**config.mk**
```make
export PLATFORM = sky130hd
export DESIGN_NAME = ucw_decode
export DESIGN_NICKNAME = d
export VERILOG_FILES = /design/src/rtl/ucw_pkg.sv /design/src/rtl/ucw_creg.sv /design/src/rtl/ucw_field_dec.sv /design/src/rtl/ucw_decode.sv
export SDC_FILE = /design/constraint.sdc
export NUM_CORES = 1
export LEC_CHECK = 0
export ABC_CLOCK_PERIOD_IN_PS = 1400
export BUFFER_PORTS_ARGS = -buffer_cell sky130_fd_sc_hd__buf_2
export CAP_MARGIN = 10
export CORE_MARGIN = 8
export CORE_UTILIZATION = 42
export DETAILED_ROUTE_END_ITERATION = 8
export PLACE_DENSITY = 0.78
export SLEW_MARGIN = 20
export SYNTH_ARGS = -nofsm -noshare
export SYNTH_HDL_FRONTEND = slang
export SYNTH_SLANG_ARGS = --single-unit
```
**constraint.sdc**
```tcl
create_clock -name clk -period 1.4 [get_ports clk]
set_clock_uncertainty 0.2 [all_clocks]
set_input_delay 0.14 -clock clk [delete_from_list [all_inputs] [get_ports clk]]
set_output_delay 0.14 -clock clk [all_outputs]
set_load 0.1 [all_outputs]
```
**src/rtl/ucw_pkg.sv**
```systemverilog
package ucw_pkg;

    localparam int FIELD_W    = 3;
    localparam int NUM_FIELDS = 6;
    localparam int CW_W       = FIELD_W * NUM_FIELDS;
    localparam int MAX_LINES  = (1 << FIELD_W) - 1;

    typedef logic [FIELD_W-1:0] field_t;
    // index NUM_FIELDS-1 is group 1 (most significant), index 0 is group 6
    typedef field_t [NUM_FIELDS-1:0] cword_t;

    // group numbers are 1-based, group 1 at the top of the word
    function automatic field_t field_of(input cword_t w, input int grp);
        return w[NUM_FIELDS - grp];
    endfunction

    // number of active codes a decoded group provides
    function automatic int lines_of(input int grp);
        return (grp == NUM_FIELDS) ? 5 : MAX_LINES;
    endfunction

endpackage

```
**src/rtl/ucw_creg.sv**
```systemverilog
module ucw_creg #(
    parameter int W = 18
) (
    input  logic         clk,
    input  logic         rst,
    input  logic         load,
    input  logic [W-1:0] d,
    output logic [W-1:0] q
);
    always_ff @(posedge clk) begin
        if (rst)
            q <= '0;
        else if (load)
            q <= d;
    end


    cap_chk: assert property (@(posedge clk) disable iff (rst)
        load |=> (q == $past(d)));


    hold_chk: assert property (@(posedge clk) disable iff (rst)
        !load |=> $stable(q));
endmodule

```
**src/rtl/ucw_field_dec.sv**
```systemverilog
module ucw_field_dec #(
    parameter int W      = 3,
    parameter int NLINES = 7
) (
    input  logic              clk,
    input  logic              rst,
    input  logic [W-1:0]      code,
    output logic [NLINES-1:0] lines
);
    for (genvar k = 0; k < NLINES; k++) begin : g_line
        assign lines[k] = (code == W'(k + 1));
    end


    one_line_chk: assert property (@(posedge clk) disable iff (rst)
        $onehot0(lines));


    nop_chk: assert property (@(posedge clk) disable iff (rst)
        (code == '0) |-> (lines == '0));
endmodule

```
**src/rtl/ucw_decode.sv**
```systemverilog
module ucw_decode
    import ucw_pkg::*;
(
    input  logic            clk,
    input  logic            rst,
    input  logic            cw_load,
    input  logic [CW_W-1:0] cw_in,
    output logic [2:0]      bus_sel,
    output logic [6:0]      addr_pc_ctl,
    output logic [6:0]      acc_dr_ctl,
    output logic [6:0]      mem_tr_ctl,
    output logic [5:0]      alu_op,
    output logic            out_load,
    output logic [4:0]      flag_ctl
);
    logic [CW_W-1:0]      cdr_q;
    cword_t               cw;
    logic [MAX_LINES-1:0] dec [2:NUM_FIELDS];

    ucw_creg #(.W(CW_W)) creg_i (
        .clk  (clk),
        .rst  (rst),
        .load (cw_load),
        .d    (cw_in),
        .q    (cdr_q)
    );

    assign cw = cword_t'(cdr_q);

    for (genvar g = 2; g <= NUM_FIELDS; g++) begin : g_grp
        localparam int NL = lines_of(g);
        logic [NL-1:0] raw;

        ucw_field_dec #(.W(FIELD_W), .NLINES(NL)) dec_i (
            .clk   (clk),
            .rst   (rst),
            .code  (field_of(cw, g)),
            .lines (raw)
        );

        assign dec[g] = MAX_LINES'(raw);
    end

    assign bus_sel     = field_of(cw, 1);
    assign addr_pc_ctl = dec[2];
    assign acc_dr_ctl  = dec[3];
    assign mem_tr_ctl  = dec[4];
    assign alu_op      = dec[5][5:0];
    assign out_load    = dec[5][6];
    // output-register load shares its code with the output-ready reset
    assign flag_ctl    = {dec[6][4] | dec[5][6], dec[6][3:0]};


    out_merge_chk: assert property (@(posedge clk) disable iff (rst)
        out_load |-> flag_ctl[4]);


    rst_idle_chk: assert property (@(posedge clk)
        rst |=> (bus_sel == '0 && addr_pc_ctl == '0 && acc_dr_ctl == '0 &&
                 mem_tr_ctl == '0 && alu_op == '0 && !out_load && flag_ctl == '0));


    bus_pass_chk: assert property (@(posedge clk) disable iff (rst)
        cw_load |=> (bus_sel == $past(cw_in[CW_W-1 -: FIELD_W])));
endmodule

```
==> results, run 1 <==
- The flow did not finish.
- The flow stopped in 4_1_cts.
- The tool reported: "[ERROR DPL-0038] Utilization greater than 100%, impossible to legalize".
- The total number of yosys warnings is 0.
- The flop and latch count out of synthesis is 18.
- For this run, the register share of the synthesized area comes to 0.383.
- In the synthesized netlist, the number of instances is 98.
- The number of distinct library cell variants in the gate-level netlist after synthesis is 14.
- For this design, the CTS-stage hold fixing added 16 buffers.
- After floorplanning, the core was divided into 17 placement rows.
- The die is between 60 and 70 microns wide.
- Of the total synthesized cell area, the portion taken by AND, OR, NAND and NOR gates is 0.332.
- The cell chosen for the clock root is sky130_fd_sc_hd__clkbuf_4.
- In this run the vertical extent of the chip is 63.3 microns.
- Routability-driven placement finished with a final weighted congestion of between 0.6 and 0.7.
- The area share of the largest cell type after synthesis is 0.383.
- In this run the number of H-tree levels came out at 1.
- The number of CTS-inserted buffers is 3.
- The number of placed instances, taps included, is approximately 180.
- During I/O placement, the number of pins put on the boundary was 57.
- The average instance area after synthesis is 9.59 sq um.
- Of the total synthesized cell area, the portion taken by XOR and XNOR cells is 0.
- The portion of netlist area occupied by mux cells is 0.192.
- The clock net in this run drives a total of 18 sinks.
- The clock passes through at most 2 buffers.
- The buffers inserted during post-CTS setup optimization is 3.
- The synthesized net count is 119.
- The final HPWL from detailed placement is 3080 microns.
- Sorting the synthesized cells by area gives the leading types as sky130_fd_sc_hd__dfxtp_1 38%, sky130_fd_sc_hd__mux2i_1 19%, sky130_fd_sc_hd__nor3b_1 12%.
- Input and output buffers added on the ports amount to 56.
- The number of gates given a new drive strength after cts is 7.
- For this configuration, the core starts out at a cell density of 0.433.
- The cell type contributing the most total cell area after synthesis is sky130_fd_sc_hd__dfxtp_1.
- The post-synthesis compound-gate area fraction is 0.00932.
- Of the total synthesized cell area, the portion taken by full adders, half adders and majority gates is 0.
- The post-synth design cell area is ~940 sq um.
- The dominant combinational cell family by area after synthesis is simple AND/OR/NAND/NOR gates.
==> cell families after synthesis <==
family / count (synthesis)
and+or+nand+nor: 53
AOI/OAI and AO/OA: 1
buffers and inverters: 8
DFF: 18
muxes: 18
==> stage by stage <==
step	cell area (sq um)	setup WS [ps]
floorplan	1230	-200
global placement	2030	138
detailed placement	2030	116
==> synthesized netlist by cell type <==
master and instances:
sky130_fd_sc_hd__nor2_1 21, sky130_fd_sc_hd__dfxtp_1 18, sky130_fd_sc_hd__mux2i_1 18, sky130_fd_sc_hd__nor3b_1 15, sky130_fd_sc_hd__and3b_1 9, sky130_fd_sc_hd__and3_1 4, sky130_fd_sc_hd__buf_4 4, sky130_fd_sc_hd__nand2_1 3
sky130_fd_sc_hd__a31o_2 1, sky130_fd_sc_hd__buf_12 1, sky130_fd_sc_hd__buf_6 1, sky130_fd_sc_hd__clkbuf_8 1, sky130_fd_sc_hd__inv_1 1, sky130_fd_sc_hd__nor3_1 1
==> inputs of run 2 (changes only) <==
- CORE_AREA: unset -> 8 8 69 71
- CORE_MARGIN: 8 -> unset
- CORE_UTILIZATION: 42 -> unset
- DIE_AREA: unset -> 0 0 77 79
- PLACE_DENSITY: 0.78 -> unset
- PLACE_DENSITY_LB_ADDON: unset -> 0.15
==> run 2 against run 1 <==
The flow now finishes, with violations (setup timing). Synthesized cell count did not move. Synthesized area did not move.
==> results, run 2 <==
- The flow ran to the end, but the final reports show violations.
- The checks that failed: setup timing.
- At the worst endpoint, the required time is 1060 ps.
- After the last flow step, the layout net total stands at about 200.
- The H-tree level count is 1 (unchanged).
- The flop and latch count out of synthesis is 18 (unchanged).
- The most frequent cell after synthesis is sky130_fd_sc_hd__nor2_1.
- The synthesized net count came to 119 (unchanged).
- Clock-pin slew was measured on the worst setup and hold paths at 70 ps.
- On the worst path, the slowest cell contributes a delay of 370 ps.
- After detailed routing, the average wire length per cell comes to about 13 microns.
- The aggregate global routing overflow is 0.
- The capturing element type of the critical path is an output pin.
- The number of distinct library cell variants in the gate-level netlist after synthesis is 14 (unchanged).
- The die extent in y is 79 microns (+25%).
- Of all cell types, the one taking the most synthesized area is sky130_fd_sc_hd__dfxtp_1.
- The register with the most flip-flops in the final layout is creg_i.q.
- After synthesis, the most frequently instantiated cells are 21 x sky130_fd_sc_hd__nor2_1, 18 x sky130_fd_sc_hd__dfxtp_1, 18 x sky130_fd_sc_hd__mux2i_1.
- The final HPWL from detailed placement is 2300 microns (-25%).
- Measured in cells, the most critical reg-to-reg path has a length of 2.
- The weighted congestion at the end of routability-driven global placement is 0.583 (-14%).
- The worst hold path was traced through 2 stages.
- In the final layout, the registers with the most flip-flops are creg_i.q x18.
- The register-to-register setup slack is 470 ps.
- The peak fanout along the critical path is 8.
- The cell with the biggest individual delay on the critical path is sky130_fd_sc_hd__dfxtp_4.
- The vias per cell is 4.28.
- The reg-to-reg startpoint is creg_i.q[6].
- The chip width is 77 microns (+22%).
- For this design the static power due to leakage is 1.01 nW.
- The gate count of the mapped netlist is 98 (unchanged).
- The headroom to the max-slew limit is 0.782.
- The most used flip-flop cell after synthesis is sky130_fd_sc_hd__dfxtp_1.
- For this run, design rule violations remaining after detail routing come to 0.
- The tool flagged a number of max-cap violations equal to 0.
- The clock tree from TritonCTS is built.
- The number of sinks driven by the clock tree is 18 (unchanged).
- The number of DRC violations after detailed-routing iteration 0 is 29.
- The cell chosen for the clock root is sky130_fd_sc_hd__clkbuf_8.
- The count of nets left with antenna violations after detail routing is 0.
- The total of buffers placed on input and output ports is 56 (unchanged).
- The initial antenna violation count is 0.
- The share of the yosys chip area belonging to registers is 0.383 (unchanged).
- Summed over all layers, the routed wires come to 2960 microns.
- The worst hold path belongs to the class in -> reg.
- The signal on the critical path passes through and3_4, a31o_4, buf_12.
- The most frequent standard cell in the layout excluding fill and tap cells is sky130_fd_sc_hd__buf_12.
- STA classifies the critical path startpoint as a register.
- The start-to-end type of the worst setup path is reg -> out.
- The global-route wire length before repair is 4980 microns.
- For the pin with the worst max-slew slack, the measured transition is 327 ps.
- Yosys attributes the largest share of cell area to sky130_fd_sc_hd__dfxtp_1 38%, sky130_fd_sc_hd__mux2i_1 19%, sky130_fd_sc_hd__nor3b_1 12%.
- Setup repair after global routing could not meet its margin everywhere.
- The post-synth design cell area came to 940 sq um (unchanged).
- 0 antenna diodes ended up in the layout.
- The largest net degree at the start of global routing is 19.
- The fraction of registers with async set/reset is 0 (unchanged).
- The areal power density over the cells is 695 nW/um^2.
- The average instance area after synthesis is 9.59 sq um (unchanged).
- Fill cells in the final layout number 304.
- The number of slew-limit violations in the final report is 0.
- The area share of the largest cell type after synthesis was 0.383 (unchanged).
- The number of CTS-inserted buffers came to 3 (unchanged).
- The number of failing setup endpoints in the final timing report is 25.
- The origin of the worst min-delay path is rst.
- The worst setup timing slack at the placement stage came to 122 ps (+6.00 ps).
- The area added between synthesis and finish is 152%.
- In this run the worst setup path begins at creg_i.q[5].
- The number of flip-flops in the largest register is 18.
- The total number of vias is 962.
- The total instance count after detailed placement is 198 (+13%).
- The core region is about 3800 sq um.
- The count of flip-flops with a built-in enable after synthesis is 0 (unchanged).
- The top-level I/O count is 57 (unchanged).
- The arrival time of data at the critical path endpoint is 1180 ps.
- The maximum buffer depth of the clock tree is 2 (unchanged).
- The number of endpoints with negative hold slack in the final report is 0.
- The smallest clock period supported by the final layout is computed as ~1500 ps.
- The destination of the worst hold path is creg_i.q[15].
- The floorplan step defined a die boundary enclosing 6080 sq um.
- The total iterations of the first detailed-routing run is 4.
- The final non-filler cell total is 225.
- The ratio of cells with drive above 1 in the final layout is 0.669.
- The total number of yosys warnings was 0 (unchanged).
- The initial standard-cell utilization of the core is 0.247 (-0.186).
- The worst IR drop on VDD is 0.000670 V.
- The aggregate global-route resource usage is 0.0975.
- The period utilization is 1.09.
- The terminus of the critical flop-to-flop path is creg_i.q[6].
- The source-to-sink clock delay at the later pin of the worst-skew pair is 240 ps.
- The maximum frequency from static timing analysis is ~660 MHz.
- Across all setup checks in the final design, the least slack found is -120 ps.
- The via count of the first global-routing pass came to 1044.
- In the layout the commonest cells are 37 x sky130_fd_sc_hd__buf_12, 20 x sky130_fd_sc_hd__buf_2, 18 x sky130_fd_sc_hd__mux2i_1, 18 x sky130_fd_sc_hd__nor2_1, 18 x sky130_fd_sc_hd__dlygate4sd3_1.
- The number of rows in the core area was 23 (+6).
-- run 2: cell counts after synthesis --
Identical to the previous run, type by type.
-- run 2: timing repair --
item	CTS	global route
gates resized for setup	5	8
setup buffers	4	1
setup endpoints to repair	31	33
hold endpoints to repair	18	0
hold buffers	18	0
pin swaps	3	6
-- run 2: worst max-delay path, delay by kind of cell (launching register included) --
| family | cells | cell delay [ps] |
|---|---|---|
| flops | 1 | 370 |
| compound gates | 1 | 210 |
| simple gates | 1 | 190 |
| buf+inv | 1 | 160 |
-- run 2: worst max-delay path by stage --
| stage | cells after the start | slack (ps) | endpoint |
|---|---|---|---|
| floorplan | 2 | -200 | flag_ctl[2] |
| global placement | 3 | 130 | flag_ctl[4] |
| detailed placement | 3 | 120 | flag_ctl[4] |
| CTS | 3 | -150 | flag_ctl[4] |
| global route | 3 | -160 | flag_ctl[4] |
| finish | 3 | -120 | flag_ctl[4] |
-- run 2: area by class of cell --
class                           instances  area [sq um]  area share
Clock buffer                            4          45.0      0.0190
Inverter                                1          8.76     0.00370
Multi-Input combinational cell         72           766       0.323
Tap cell                               50          62.6      0.0264
Timing Repair Buffer                   80          1070       0.452
Sequential cell                        18           417       0.176
-- run 2: power by group --
part / internal [mW] / switching (mW) / total, mW
sequential: 0.535 / 0.0838 / 0.619
clock: 0.201 / 0.156 / 0.357
combinational: 0.293 / 0.378 / 0.670
total: 1.03 / 0.617 / 1.65
-- run 2: cell families (layout without fill, tap and decap cells) --
group / count (synthesis) / count (layout) / share of synthesized area
DFF: 18 / 18 / 0.383
and+or+nand+nor: 53 / 53 / 0.332
buffers and inverters: 8 / 85 / 0.0839
AOI/OAI and AO/OA: 1 / 1 / 0.00932
muxes: 18 / 18 / 0.192
-- run 2: layer usage --
metal,vias to the layer above,GRT usage,wire length (microns)
met1,442,0.0952,1060
met2,27,0.194,1700
li1,493,-,-
met5,-,0,0
met3,0,0.0418,197
met4,0,0.00566,0
-- run 2: per-stage QoR --
step / instance area (sq um) / utilization / TNS [ps] / hold slack [ps] / total power [mW]
global route: 2370 / 0.624 / -2430 / 67.9 / 1.73
floorplan: 1230 / - / -2860 / 85.9 / 1.03
CTS: 2330 / 0.614 / -1360 / 57.7 / 1.67
finish: 2370 / 0.624 / -1050 / 57.8 / 1.65
detailed placement: 2060 / 0.542 / 0 / 181 / 1.24
global placement: 2060 / 0.542 / 0 / 171 / 1.23
No activity file was read; power rests on OpenSTA's default activity.
==> inputs of run 3 (changes only) <==
- SYNTH_HIERARCHICAL: unset -> 1
==> run 3 against run 2 <==
The run still ends with setup timing left. Register-to-register slack worse by 170 ps. Synthesized area is 0.13% lower. Sequential share of layout area is 0.065 points higher. Clock power is 16% higher. Synthesized cell count is 6.1% lower. Count of clock-buffer cells in the layout stayed put. Critical path depth stayed put. Power is 3.6% higher. Via count is 3.6% higher. Setup slack worse by 19 ps. Sequential power is 4.4% lower. Critical path type unchanged. Highest routed layer is now met4.
==> results, run 3 <==
- For hold timing, the worst endpoint is creg_i/q[12].
- The areal power density over the cells is 716 nW/um^2 (+3.1%).
- The average instance area after synthesis is 10.2 sq um (+6.4%).
- The antenna cell count is 0 (unchanged).
- The peak fanout along the critical path is 4 (-4).
- The final reports fail on setup timing.
- The prevailing post-synth register cell is sky130_fd_sc_hd__dfxtp_1.
- The aggregate global routing overflow is 0 (unchanged).
- The total iterations of the first detailed-routing run is 4 (unchanged).
- The flop and latch count out of synthesis is 18 (unchanged).
- The critical path data required time is 1060 ps (about the same).
- The number of DRC violations after detailed-routing iteration 0 was 20 (-31%).
- The cell with the biggest individual delay on the critical path is sky130_fd_sc_hd__dfxtp_4.
- The via count of the first global-routing pass came to 1107 (+6.0%).
- The depth of the worst register-to-register path is 4 (+2).
- The ratio of cells with drive above 1 in the final layout is 0.698 (+0.0298).
- The clock-pin slew on the worst setup and hold paths is 70 ps (about the same).
- Setup repair after global routing could not meet its margin everywhere.
- The weighted congestion at the end of routability-driven global placement is 0.683 (+17%).
- The library cell used most frequently in the layout, excluding fill and tap cells, is sky130_fd_sc_hd__buf_12.
- The worst setup path is of the reg -> out kind.
- The placeable core area is 3800 sq um (unchanged).
- The period utilization is 1.10 (+0.0137).
- The count of nets after finishing was 201 (+2.0%).
- The kind of path behind the tightest hold check is in -> reg.
- The number of endpoints with negative hold slack in the final report is 0 (unchanged).
- The endpoint identified for the worst register-to-register timing path is creg_i/q[5].
- The maximum buffer depth of the clock tree was 2 (unchanged).
- TritonCTS built the clock tree.
- By count the netlist is led by 18 x sky130_fd_sc_hd__dfxtp_1, 18 x sky130_fd_sc_hd__mux2i_1, 18 x sky130_fd_sc_hd__nor2_1.
- The final standard cell utilization of the core is 0.627 (+0.00329).
- The count of flip-flops with a built-in enable after synthesis came to 0 (unchanged).
- The signal on the critical path passes through and3_4, or2_4, buf_12.
- The slew at the pin closest to its max-slew limit is 491 ps (+164 ps).
- The arrival time of data at the critical path endpoint is 1200 ps (+20 ps).
- The largest registers in the layout are creg_i/q x18.
- The area share of the largest cell type after synthesis is 0.384 (+0.000511).
- The share of the yosys chip area belonging to registers was 0.384 (+0.000511).
- The layout filler cell count is 311 (+2.3%).
- The worst IR drop on VDD is 0.000580 V (-13%).
- The number of CTS-inserted buffers is 3 (unchanged).
- The synthesized net count came to 113 (-5.0%).
- The worst hold margin came to 67.0 ps (+9.15 ps).
- The run finished, with violations left.
- The die area is 6080 sq um (unchanged).
- The largest stage delay on the critical path is 350 ps (-20 ps).
- The leakage power total is 1.03 nW (+2.3%).
- The number of DRC violations after detailed routing is 0 (unchanged).
- The global-route wire length before repair is 5440 microns (+9.3%).
- The initial standard-cell utilization of the core is 0.247 (-0.000329).
- The chip width is 77 microns (unchanged).
- The gate count of the mapped netlist came to 92 (-6.1%).
- The area growth from synthesis to layout is 154%.
- The vias per cell is 4.35 (+1.8%).
- The final HPWL from detailed placement is 2480 microns (+7.8%).
- The number of slew-limit violations in the final report is 0 (unchanged).
- The critical path launch point type is a register.
- The largest net degree at the start of global routing is 19 (unchanged).
- The shortest clock period the worst path allows after layout came to 1540 ps (+19.2 ps).
- The total routed wirelength was 3280 microns (+11%).
- The worst setup margin is -139 ps (-19.2 ps).
- The number of flip-flops in the largest register is 18 (unchanged).
- The source-to-sink clock delay at the later pin of the worst-skew pair is 250 ps (about the same).
- The total of buffers placed on input and output ports is 56 (unchanged).
- The maximum frequency from static timing analysis was 650 MHz (-1.3%).
- The number of stages on the worst hold path is 2 (unchanged).
- The register with the most flip-flops in the final layout is creg_i/q.
- The number of sinks driven by the clock tree is 18 (unchanged).
- The fraction of registers with async set/reset came to 0 (unchanged).
- The top-level I/O count came to 57 (unchanged).
- The post-synth design cell area is 938 sq um (-0.13%).
- By area the synthesized netlist is led by sky130_fd_sc_hd__dfxtp_1 38%, sky130_fd_sc_hd__mux2i_1 19%, sky130_fd_sc_hd__and3b_2 15%.
- The number of distinct library cell variants in the gate-level netlist after synthesis is 11 (-3).
- The flip-flop and latch area is 420 sq um (+0.90%).
- The number of rows in the core area is 23 (unchanged).
- The initial antenna violation count came to 0 (unchanged).
- The area of combinational cells with multiple inputs was 723 sq um (-5.6%).
- The total negative slack was -1560 ps (-511 ps).
- The number of failing setup endpoints in the final timing report came to 30 (+20%).
- The total number of vias is 997 (+3.6%).
- The reg-to-reg startpoint is creg_i/q[5].
- The count of nets left with antenna violations after detail routing is 0 (unchanged).
- The aggregate global-route resource usage is 0.109 (+0.0120).
- The root buffer cell chosen for the clock tree is sky130_fd_sc_hd__clkbuf_8.
- The die extent in y is 79 microns (unchanged).
- The worst setup timing slack at the placement stage is 84.8 ps (-37.1 ps).
- The headroom to the max-slew limit is 0.675 (-0.107).
- The count of maximum capacitance violations came to 0 (unchanged).
- The register-to-register setup slack was 300 ps (-170 ps).
- The capturing element type of the critical path is an output pin.
- The H-tree level count is 1 (unchanged).
- Leaving out fill and tap cells, the most frequent cells in the layout are 37 x sky130_fd_sc_hd__buf_12, 21 x sky130_fd_sc_hd__buf_2, 18 x sky130_fd_sc_hd__mux2i_1, 18 x sky130_fd_sc_hd__nor2_1, 18 x sky130_fd_sc_hd__dlygate4sd3_1.
- In this run the most critical hold path is launched from rst.
- The cell type contributing the most total cell area after synthesis is sky130_fd_sc_hd__dfxtp_1.
- The total number of yosys warnings is 6 (+6).
- The post-detailed-route wirelength per cell came to 14.3 microns (+9.1%).
run 3: changes by cell type after synthesis, moves of 3 or more:
cell,before,now
sky130_fd_sc_hd__and3_2,0,4
sky130_fd_sc_hd__buf_4,4,0
sky130_fd_sc_hd__and3b_2,0,14
sky130_fd_sc_hd__and3b_1,9,0
sky130_fd_sc_hd__nor2_1,21,18
sky130_fd_sc_hd__nand2_1,3,0
sky130_fd_sc_hd__and3_1,4,0
run 3: routing by layer:
metal / global-route usage / routed length [microns] / up-vias
li1: - / - / 501
met1: 0.113 / 1270 / 449
met2: 0.190 / 1640 / 43
met3: 0.0519 / 336 / 4
met4: 0.0396 / 38 / 0
met5: 0 / 0 / -
run 3: worst max path at each step:
stage	startpoint	to	slack [ps]	cells past startpoint
2_1_floorplan	creg_i/q[5]	alu_op[3]	-170	1
3_3_place_gp	creg_i/q[0]	flag_ctl[4]	90	3
3_5_place_dp	creg_i/q[0]	flag_ctl[4]	80	3
4_1_cts	creg_i/q[1]	flag_ctl[4]	-150	3
5_1_grt	creg_i/q[4]	flag_ctl[4]	-170	3
6_report	creg_i/q[4]	flag_ctl[4]	-140	3
run 3: logic make-up (layout without fill, tap and decap cells):
group         count (synthesis)  after routing  synth area share
mux                          18             18             0.192
buf+inv                       4             91            0.0440
flops                        18             18             0.384
simple gates                 52             52             0.380
run 3: metrics by stage:
stage	power [mW]	cell area, sq um	instances
5_1_grt	1.79	2380	229
3_5_place_dp	1.24	2040	197
6_report	1.71	2380	229
3_3_place_gp	1.22	2040	197
4_1_cts	1.73	2370	229
2_1_floorplan	1.01	1170	92
run 3: critical path: cells and delay by family, from the launching register on:
family | cells | cell delay (ps)
flip-flops | 1 | 350
AND/OR/NAND/NOR | 2 | 430
buffers and inverters | 1 | 170
run 3: power breakdown:
group          switching (mW)  leakage, nW  internal, mW
sequential             0.0571        0.160         0.535
combinational           0.395        0.841         0.304
clock                   0.164       0.0288         0.249
total                   0.617         1.03          1.09
run 3: cell type report:
class | instances | area share
Clock buffer | 4 | 0.0231
Multi-Input combinational cell | 70 | 0.304
Sequential cell | 18 | 0.177
Tap cell | 50 | 0.0263
Timing Repair Buffer | 87 | 0.470
run 3: timing repair:
action	4_1_cts	5_1_grt
endpoints found under the hold margin	18	0
setup buffers	10	0
resized for setup	4	2
setup endpoints to repair	31	33
hold buffers	18	0
pin swaps	8	3
